$ cat config.mk
export PLATFORM = sky130hd
export DESIGN_NAME = hvctl_pwr_regs
export DESIGN_NICKNAME = d
export VERILOG_FILES = /design/src/rtl/hvctl_pkg.sv /design/src/rtl/hvctl_sync.sv /design/src/rtl/hvctl_therm_filt.sv /design/src/rtl/hvctl_pwr_fsm.sv /design/src/rtl/hvctl_pwr_regs.sv
export SDC_FILE = /design/constraint.sdc
export NUM_CORES = 1
export LEC_CHECK = 0
export ABC_AREA = 0
export CAP_MARGIN = 0
export CELL_PAD_IN_SITES_DETAIL_PLACEMENT = 1
export CELL_PAD_IN_SITES_GLOBAL_PLACEMENT = 1
export CORE_MARGIN = 2
export CORE_UTILIZATION = 22
export CTS_BUF_LIST = sky130_fd_sc_hd__clkbuf_16
export DETAILED_ROUTE_END_ITERATION = 8
export PLACE_DENSITY = 0.92
export SLEW_MARGIN = 40
export SYNTH_ARGS = -nofsm -noshare
export SYNTH_HDL_FRONTEND = slang
export SYNTH_SLANG_ARGS = --single-unit
$ cat constraint.sdc
create_clock -name clk -period 1.3 [get_ports clk]
set_input_delay 0.26 -clock clk [delete_from_list [all_inputs] [get_ports clk]]
set_output_delay 0.26 -clock clk [all_outputs]
set_load 0.02 [all_outputs]
$ cat src/rtl/hvctl_pkg.sv
package hvctl_pkg;

    localparam int CTL_W    = 12;
    localparam int BIT_TRIP = 0;
    localparam int BIT_PWR  = 2;
    localparam int BIT_HIZ  = 6;

    typedef enum logic [1:0] {
        TF_COOL = 2'd0,
        TF_PEND = 2'd1,
        TF_HOT  = 2'd2
    } therm_st_t;

    typedef enum logic [1:0] {
        PM_OFF      = 2'd0,
        PM_ON       = 2'd1,
        PM_SHUT_OFF = 2'd2,
        PM_SHUT_ON  = 2'd3
    } pwr_st_t;

    // Build the read image from the three live bits; every other bit is zero.
    function automatic logic [CTL_W-1:0] ctl_image(input logic trip_bit,
                                                   input logic pwr_bit,
                                                   input logic hiz_bit);
        logic [CTL_W-1:0] img;
        img           = '0;
        img[BIT_TRIP] = trip_bit;
        img[BIT_PWR]  = pwr_bit;
        img[BIT_HIZ]  = hiz_bit;
        return img;
    endfunction

    localparam logic [CTL_W-1:0] CTL_RESET = ctl_image(1'b0, 1'b0, 1'b1);

endpackage

$ cat src/rtl/hvctl_sync.sv
module hvctl_sync #(
    parameter int STAGES = 2
) (
    input  logic clk,
    input  logic rst_n,
    input  logic d,
    output logic q
);

    logic [STAGES-1:0] chain;

    generate
        if (STAGES == 1) begin : g_single
            always_ff @(posedge clk or negedge rst_n) begin
                if (!rst_n) chain <= '0;
                else        chain <= d;
            end
        end else begin : g_multi
            always_ff @(posedge clk or negedge rst_n) begin
                if (!rst_n) chain <= '0;
                else        chain <= {chain[STAGES-2:0], d};
            end
        end
    endgenerate

    assign q = chain[STAGES-1];

endmodule

$ cat src/rtl/hvctl_therm_filt.sv
module hvctl_therm_filt
    import hvctl_pkg::*;
(
    input  logic clk,
    input  logic rst_n,
    input  logic hot_s,
    output logic trip
);

    therm_st_t st, st_nx;

    always_ff @(posedge clk or negedge rst_n) begin
        if (!rst_n) st <= TF_COOL;
        else        st <= st_nx;
    end

    always_comb begin
        st_nx = TF_COOL;
        unique case (st)
            TF_COOL: st_nx = hot_s ? TF_PEND : TF_COOL;
            TF_PEND: st_nx = hot_s ? TF_HOT  : TF_COOL;
            TF_HOT:  st_nx = hot_s ? TF_HOT  : TF_COOL;
            default: st_nx = TF_COOL;
        endcase
    end

    always_comb begin
        trip = 1'b0;
        unique case (st)
            TF_COOL: trip = 1'b0;
            TF_PEND: trip = hot_s;
            TF_HOT:  trip = hot_s;
            default: trip = 1'b0;
        endcase
    end

endmodule

$ cat src/rtl/hvctl_pwr_fsm.sv
module hvctl_pwr_fsm
    import hvctl_pkg::*;
(
    input  logic clk,
    input  logic rst_n,
    input  logic wr_en,
    input  logic wr_pwr,
    input  logic wr_flag,
    input  logic trip,
    output logic pwr_bit,
    output logic trip_flag,
    output logic ana_en
);

    pwr_st_t pm, pm_nx;
    logic    tgt_pwr;
    logic    keep_shut;

    always_ff @(posedge clk or negedge rst_n) begin
        if (!rst_n) pm <= PM_OFF;
        else        pm <= pm_nx;
    end

    // Power bit that holds after this cycle: a write replaces it, else it is kept.
    assign tgt_pwr   = wr_en ? wr_pwr : pwr_bit;
    // A hardware trip beats a software clear in the same cycle.
    assign keep_shut = trip || !(wr_en && !wr_flag);

    always_comb begin
        pm_nx = pm;
        unique case (pm)
            PM_OFF, PM_ON: begin
                if (trip)       pm_nx = tgt_pwr ? PM_SHUT_ON : PM_SHUT_OFF;
                else if (wr_en) pm_nx = wr_pwr  ? PM_ON      : PM_OFF;
            end
            PM_SHUT_OFF, PM_SHUT_ON: begin
                if (keep_shut) pm_nx = tgt_pwr ? PM_SHUT_ON : PM_SHUT_OFF;
                else           pm_nx = tgt_pwr ? PM_ON      : PM_OFF;
            end
            default: pm_nx = PM_OFF;
        endcase
    end

    always_comb begin
        pwr_bit   = 1'b0;
        trip_flag = 1'b0;
        ana_en    = 1'b0;
        unique case (pm)
            PM_OFF:      begin pwr_bit = 1'b0; trip_flag = 1'b0; ana_en = 1'b0; end
            PM_ON:       begin pwr_bit = 1'b1; trip_flag = 1'b0; ana_en = 1'b1; end
            PM_SHUT_OFF: begin pwr_bit = 1'b0; trip_flag = 1'b1; ana_en = 1'b0; end
            PM_SHUT_ON:  begin pwr_bit = 1'b1; trip_flag = 1'b1; ana_en = 1'b0; end
            default:     begin pwr_bit = 1'b0; trip_flag = 1'b0; ana_en = 1'b0; end
        endcase
    end

endmodule

$ cat src/rtl/hvctl_pwr_regs.sv
module hvctl_pwr_regs
    import hvctl_pkg::*;
#(
    parameter int SYNC_STAGES = 2
) (
    input  logic             clk,
    input  logic             rst_n,
    input  logic             wr_en,
    input  logic [CTL_W-1:0] wr_data,
    input  logic             overtemp_in,
    output logic [CTL_W-1:0] rd_data,
    output logic             analog_en,
    output logic             out_hiz,
    output logic             out_gnd,
    output logic             alarm_n
);

    logic hot_s;
    logic trip;
    logic pwr_bit;
    logic trip_flag;
    logic ana_en;
    logic hiz_bit;

    hvctl_sync #(.STAGES(SYNC_STAGES)) u_sync (
        .clk   (clk),
        .rst_n (rst_n),
        .d     (overtemp_in),
        .q     (hot_s)
    );

    hvctl_therm_filt u_filt (
        .clk   (clk),
        .rst_n (rst_n),
        .hot_s (hot_s),
        .trip  (trip)
    );

    hvctl_pwr_fsm u_pwr (
        .clk       (clk),
        .rst_n     (rst_n),
        .wr_en     (wr_en),
        .wr_pwr    (wr_data[BIT_PWR]),
        .wr_flag   (wr_data[BIT_TRIP]),
        .trip      (trip),
        .pwr_bit   (pwr_bit),
        .trip_flag (trip_flag),
        .ana_en    (ana_en)
    );

    always_ff @(posedge clk or negedge rst_n) begin
        if (!rst_n)     hiz_bit <= CTL_RESET[BIT_HIZ];
        else if (wr_en) hiz_bit <= wr_data[BIT_HIZ];
    end

    always_comb begin
        rd_data   = ctl_image(trip_flag, pwr_bit, hiz_bit);
        analog_en = ana_en;
        out_hiz   = !ana_en &&  hiz_bit;
        out_gnd   = !ana_en && !hiz_bit;
        alarm_n   = !trip_flag;
    end

endmodule

# ---- Word level (Yosys, flattened, before mapping)
# Index checks and enable logic that the tools add are counted.
dict set report totals {
  inputBits 16
  regBits 7
}
dict set report op_classes {
  n_mux 15
  eq_ne 6
  reduce_logical 17
}
# cell n
set op_table {}
lappend op_table {{OR reduction 2 bit} 5}
lappend op_table {{two-way mux 2 bit} 4}
lappend op_table {{one-hot mux 2 bit (2 select lines)} 2}
lappend op_table {{== test 2 bit, second input constant} 3}
lappend op_table {{two-way mux 1 bit} 6}
lappend op_table {{one-hot mux 1 bit (2 select lines)} 3}
lappend op_table {{logical NOT 1 bit} 5}
lappend op_table {{== test 2 x 1 -> 1 bit, second input constant} 2}
lappend op_table {{logical NOT 2 bit} 2}
lappend op_table {{logical AND 1 bit} 3}
lappend op_table {{!= test 3 x 1 -> 1 bit, second input constant} 1}
lappend op_table {{OR reduction 3 bit} 1}
lappend op_table {{logical OR 1 bit} 1}

# ---- Longest topological paths before layout
dict set report logic_depth {
  depth_word 7
  mapped_depth 4
  mapped_depth_nobuf 4
}

# ---- Modules after synthesis
# A second synthesis with hierarchy kept.
dict set report hier_totals {
  hier_cells 37
  area_unflattened_um2 396.6
}
# module area_each_um2 n_inst seq_area_each_um2 cells_per_inst
set by_module_without_submodules {}
lappend by_module_without_submodules {hvctl_pwr_regs 148.9 1 26.3 18}
lappend by_module_without_submodules {hvctl_therm_filt 105.1 1 50.0 9}
lappend by_module_without_submodules {hvctl_pwr_fsm 92.6 1 50.0 8}
lappend by_module_without_submodules {hvctl_sync 50.0 1 50.0 2}

# ---- Worst setup path before layout
# OpenSTA, ideal clock, no wires.
dict set report synth_path {
  path_kind {reg2out}
  start {reg u_pwr.pm[0]}
  end {out out_hiz}
  n_path_buf 0
  t_arrival_ns 0.885
  slack_ns 0.155
  path_stages_with_launch 3
  path_cell_list {dfrtp_1 nor2b_2 nor2b_1}
}
dict set report synth_between {
  elab_chain_cells 5
  word_cells_on_any_way 8
  classes_between {3 x eq/ne; 1 x mux; 4 x reduce/logical}
}
# item line
set synth_lines {}
lappend synth_lines {{start: declaration} hvctl_pwr_fsm.sv:15} ;# pwr_st_t pm, pm_nx;
lappend synth_lines {{start signal: assignment} hvctl_pwr_fsm.sv:21} ;# else pm <= pm_nx;
lappend synth_lines {{== test 2 bit or logical NOT 2 bit (tied branches)} hvctl_pwr_fsm.sv:48} ;# unique case (pm)
lappend synth_lines {{OR reduction 3 bit (no source line)} n/a}
lappend synth_lines {{one-hot mux 1 bit (2 select lines) (*)} hvctl_pwr_fsm.sv:48}
lappend synth_lines {{via analog_en} hvctl_pwr_regs.sv:12} ;# output logic analog_en,
lappend synth_lines {{logical NOT 1 bit (*)} hvctl_pwr_regs.sv:59} ;# out_hiz = !ana_en && hiz_bit;
lappend synth_lines {{logical AND 1 bit (*)} hvctl_pwr_regs.sv:59}
lappend synth_lines {{end: declaration} hvctl_pwr_regs.sv:13} ;# output logic out_hiz,
# Mark *: on every way through the listed nets, which the timed path passes. The rest lies on a longest branch.

# ---- Worst setup path after layout
dict set report layout_path {
  start {reg hiz_bit}
  end {out out_hiz}
}
dict set report layout_between {
  elab_chain_cells 1
}
# item line
set layout_lines {}
lappend layout_lines {{start: declaration} hvctl_pwr_regs.sv:23} ;# logic hiz_bit;
lappend layout_lines {{start signal: assignment} hvctl_pwr_regs.sv:52} ;# if (!rst_n) hiz_bit <= CTL_RESET[BIT_HIZ];
lappend layout_lines {{start signal: assignment} hvctl_pwr_regs.sv:53} ;# else if (wr_en) hiz_bit <= wr_data[BIT_HIZ];
lappend layout_lines {{logical AND 1 bit} hvctl_pwr_regs.sv:59}
# Every way passes these cells.

==> results.tsv <==
metric	value	unit
dominant cells by area after synthesis	dfrtp_1, buf_4, dfstp_2, ha_1, mux2_1	
commonest non-fill, non-tap cell in the layout	conb_1	
RSZ-0062 raised after global routing	yes	
layout cells sized above 1	0.327	
core footprint	1670	um2
Avg Cell Area, Syn	10.3	um2
Filler cells	188	
H-tree Lvls	1	
Power Dens Cells	2010	nW/um2
Die Ht	45.6	um
Area growth, synth to finish	48.4	%
Die ar.	2080	um2
Post-route DRC	0	
final hold violation count	0	
sequential area share after synthesis	0.464	
most frequent cells in the layout	conb_1, buf_4, clkdlybuf4s50_1, dfrtp_1, inv_1	
CTS root buf	clkbuf_16	
# diodes	0	
Initial Utilization	0.228	
compound-gate portion of the synthesized area	0.0132	
Placement Cell Area	494	um2
skew final	1.11	ps
Num CTS Buffers	3	
first-pass GRT wire length	979	um
static leakage	0.294	nW
Buffers on Ports	13	
Ys Warns	0	
via count	251	
simple-gate area share of the yosys netlist	0.102	
fraction of synthesized cell area in xor and xnor cells	0	
failing checks	setup timing	
TritonCTS clock tree	built	
I/O pin total	32	
status	complete, but fails checks	
vias in the first global route	228	
First DRT Iteration DRCs	0	
nets@finish	71	
synthesized flop and latch total	7	
VDD IR max	1490	uV
aggregate routed wire length	754	um
final period utilization	1.00	
synthesized instance count	37	
clock slew at reported path FFs	40	ps
clock sinks	7	
Worst EP arrival	1040	ps
Setup Slack @ Placement	-259	ps
Max Cap Viol	0	
clock tree buffer depth	2	
# Post-CTS Setup Buffers	0	
Worst Setup Start Kind	flop	
clk_lat worst skew	230	ps
Min Hold Slack	297	ps
largest family of logic cells by synthesized area	buffers and inverters	
number of routed nets with antenna violations	0	
First-pass DRT Iterations	1	
Slew Limit Fails	0	
multiplexer area fraction after synthesis	0.0592	
vias per inst	3.64	
final instance area	564	um2
gpl congestion	0.714	
global route overflow	0	
post-route setup slack	-1.67	ps
Yosys top cell area share	0.395	
Synth Cell Area	380	um2
worst endpoint required time	1040	ps
Synth Area in Adders	0.0658	
leading area contributor after synthesis	dfrtp_1	
drt wl/cell	10.9	um
DIE WIDTH	45.6	um
Worst Hold Class	in2async	
Setup CP Type	reg2out	
max frequency	768	MHz
antenna violations before repair	0	
largest net degree at the start of global routing	8	
Max FO, Critical Path	4	
post-DP HPWL	546	um
# setup viols final	1	
Yosys cell types	14	
Setup crit end kind	output port	
Core Rows	15	
GRT Util Overall	0.0770	
minimum clock period	1300	ps
## power by group
part	internal (W)	total [W]	switching, W	leakage [nW]
Clock	0.000399	0.000509	0.000109	0.0423
Combinational	0.000154	0.000334	0.000180	0.168
Sequential	0.000258	0.000289	0.0000315	0.0832
## metal layers
layer  GRT usage  routed length, um  vias to the layer above
li1            -                  -                      117
met1      0.0587                254                      114
met2       0.135                398                       14
met3     0.00397                 38                        6
met4       0.124                 62                        0
met5           0                  0                        -
## path summary, 6_finish.rpt
path	startpoint	to	slack [ps]	depth (start not counted)
worst min-delay path	rst_n	u_sync.chain[0]	300	1
max in group asynchronous	rst_n	hiz_bit	710	1
worst max-delay path	hiz_bit	out_hiz	-2	2
worst max register to register	u_filt.st[0]	u_pwr.pm[1]	380	4
worst min register to register	u_sync.chain[0]	u_sync.chain[1]	350	0
min in group clk	u_sync.chain[0]	u_sync.chain[1]	350	0
## flip-flops by register name, summed over array words and instances, names as in the netlist
signal,cells
u_filt.st,2
u_sync.chain,2
hiz_bit,1
u_pwr.pm,2
## synth_stat cells (all sizes together)
master   n
and2     1
buf     12
clkbuf   2
conb     1
dfrtp    6
dfstp    1
ha       2
inv      3
mux2     2
nand2    1
nor2     2
nor2b    3
o21ai    1
## per-stage QoR
stage | setup TNS (ps) | std cells | power [W] | utilization
after floorplan | 0 | 45 | 0.000495 | -
after global placement | -705 | 65 | 0.000621 | 0.296
after detailed placement | -837 | 65 | 0.000636 | 0.296
after CTS | -41.8 | 69 | 0.00113 | 0.334
after global routing | -49.8 | 69 | 0.00119 | 0.338
final | -1.67 | 69 | 0.00113 | 0.338
## cell families after synthesis
| group | count (synthesis) |
|---|---|
| AOI/OAI and AO/OA | 1 |
| adders and majority gates | 2 |
| buffers and inverters | 17 |
| DFF | 7 |
| muxes | 2 |
| other | 1 |
| and+or+nand+nor | 7 |
## cell type report
cell class	count	area [um2]	share of cell area
Sequential cell	7	176	0.313
Timing Repair Buffer	17	139	0.246
Multi-Input combinational cell	21	138	0.244
Clock buffer	3	75.1	0.133
Tap cell	17	21.3	0.0377
Inverter	3	11.3	0.0200
Clock inverter	1	3.75	0.00665
## repair_timing
action / CTS / global route
hold buffers: 0 / 0
endpoints found under the setup margin: 7 / 3
pin swaps: 0 / 1
gates resized for setup: 25 / 9
## worst max-delay path, cell delays in order (launching register included)
cell	delay, ps
dfstp_2	550
nor2b_4	150
buf_6	120
(Power assumes the default switching activity.)
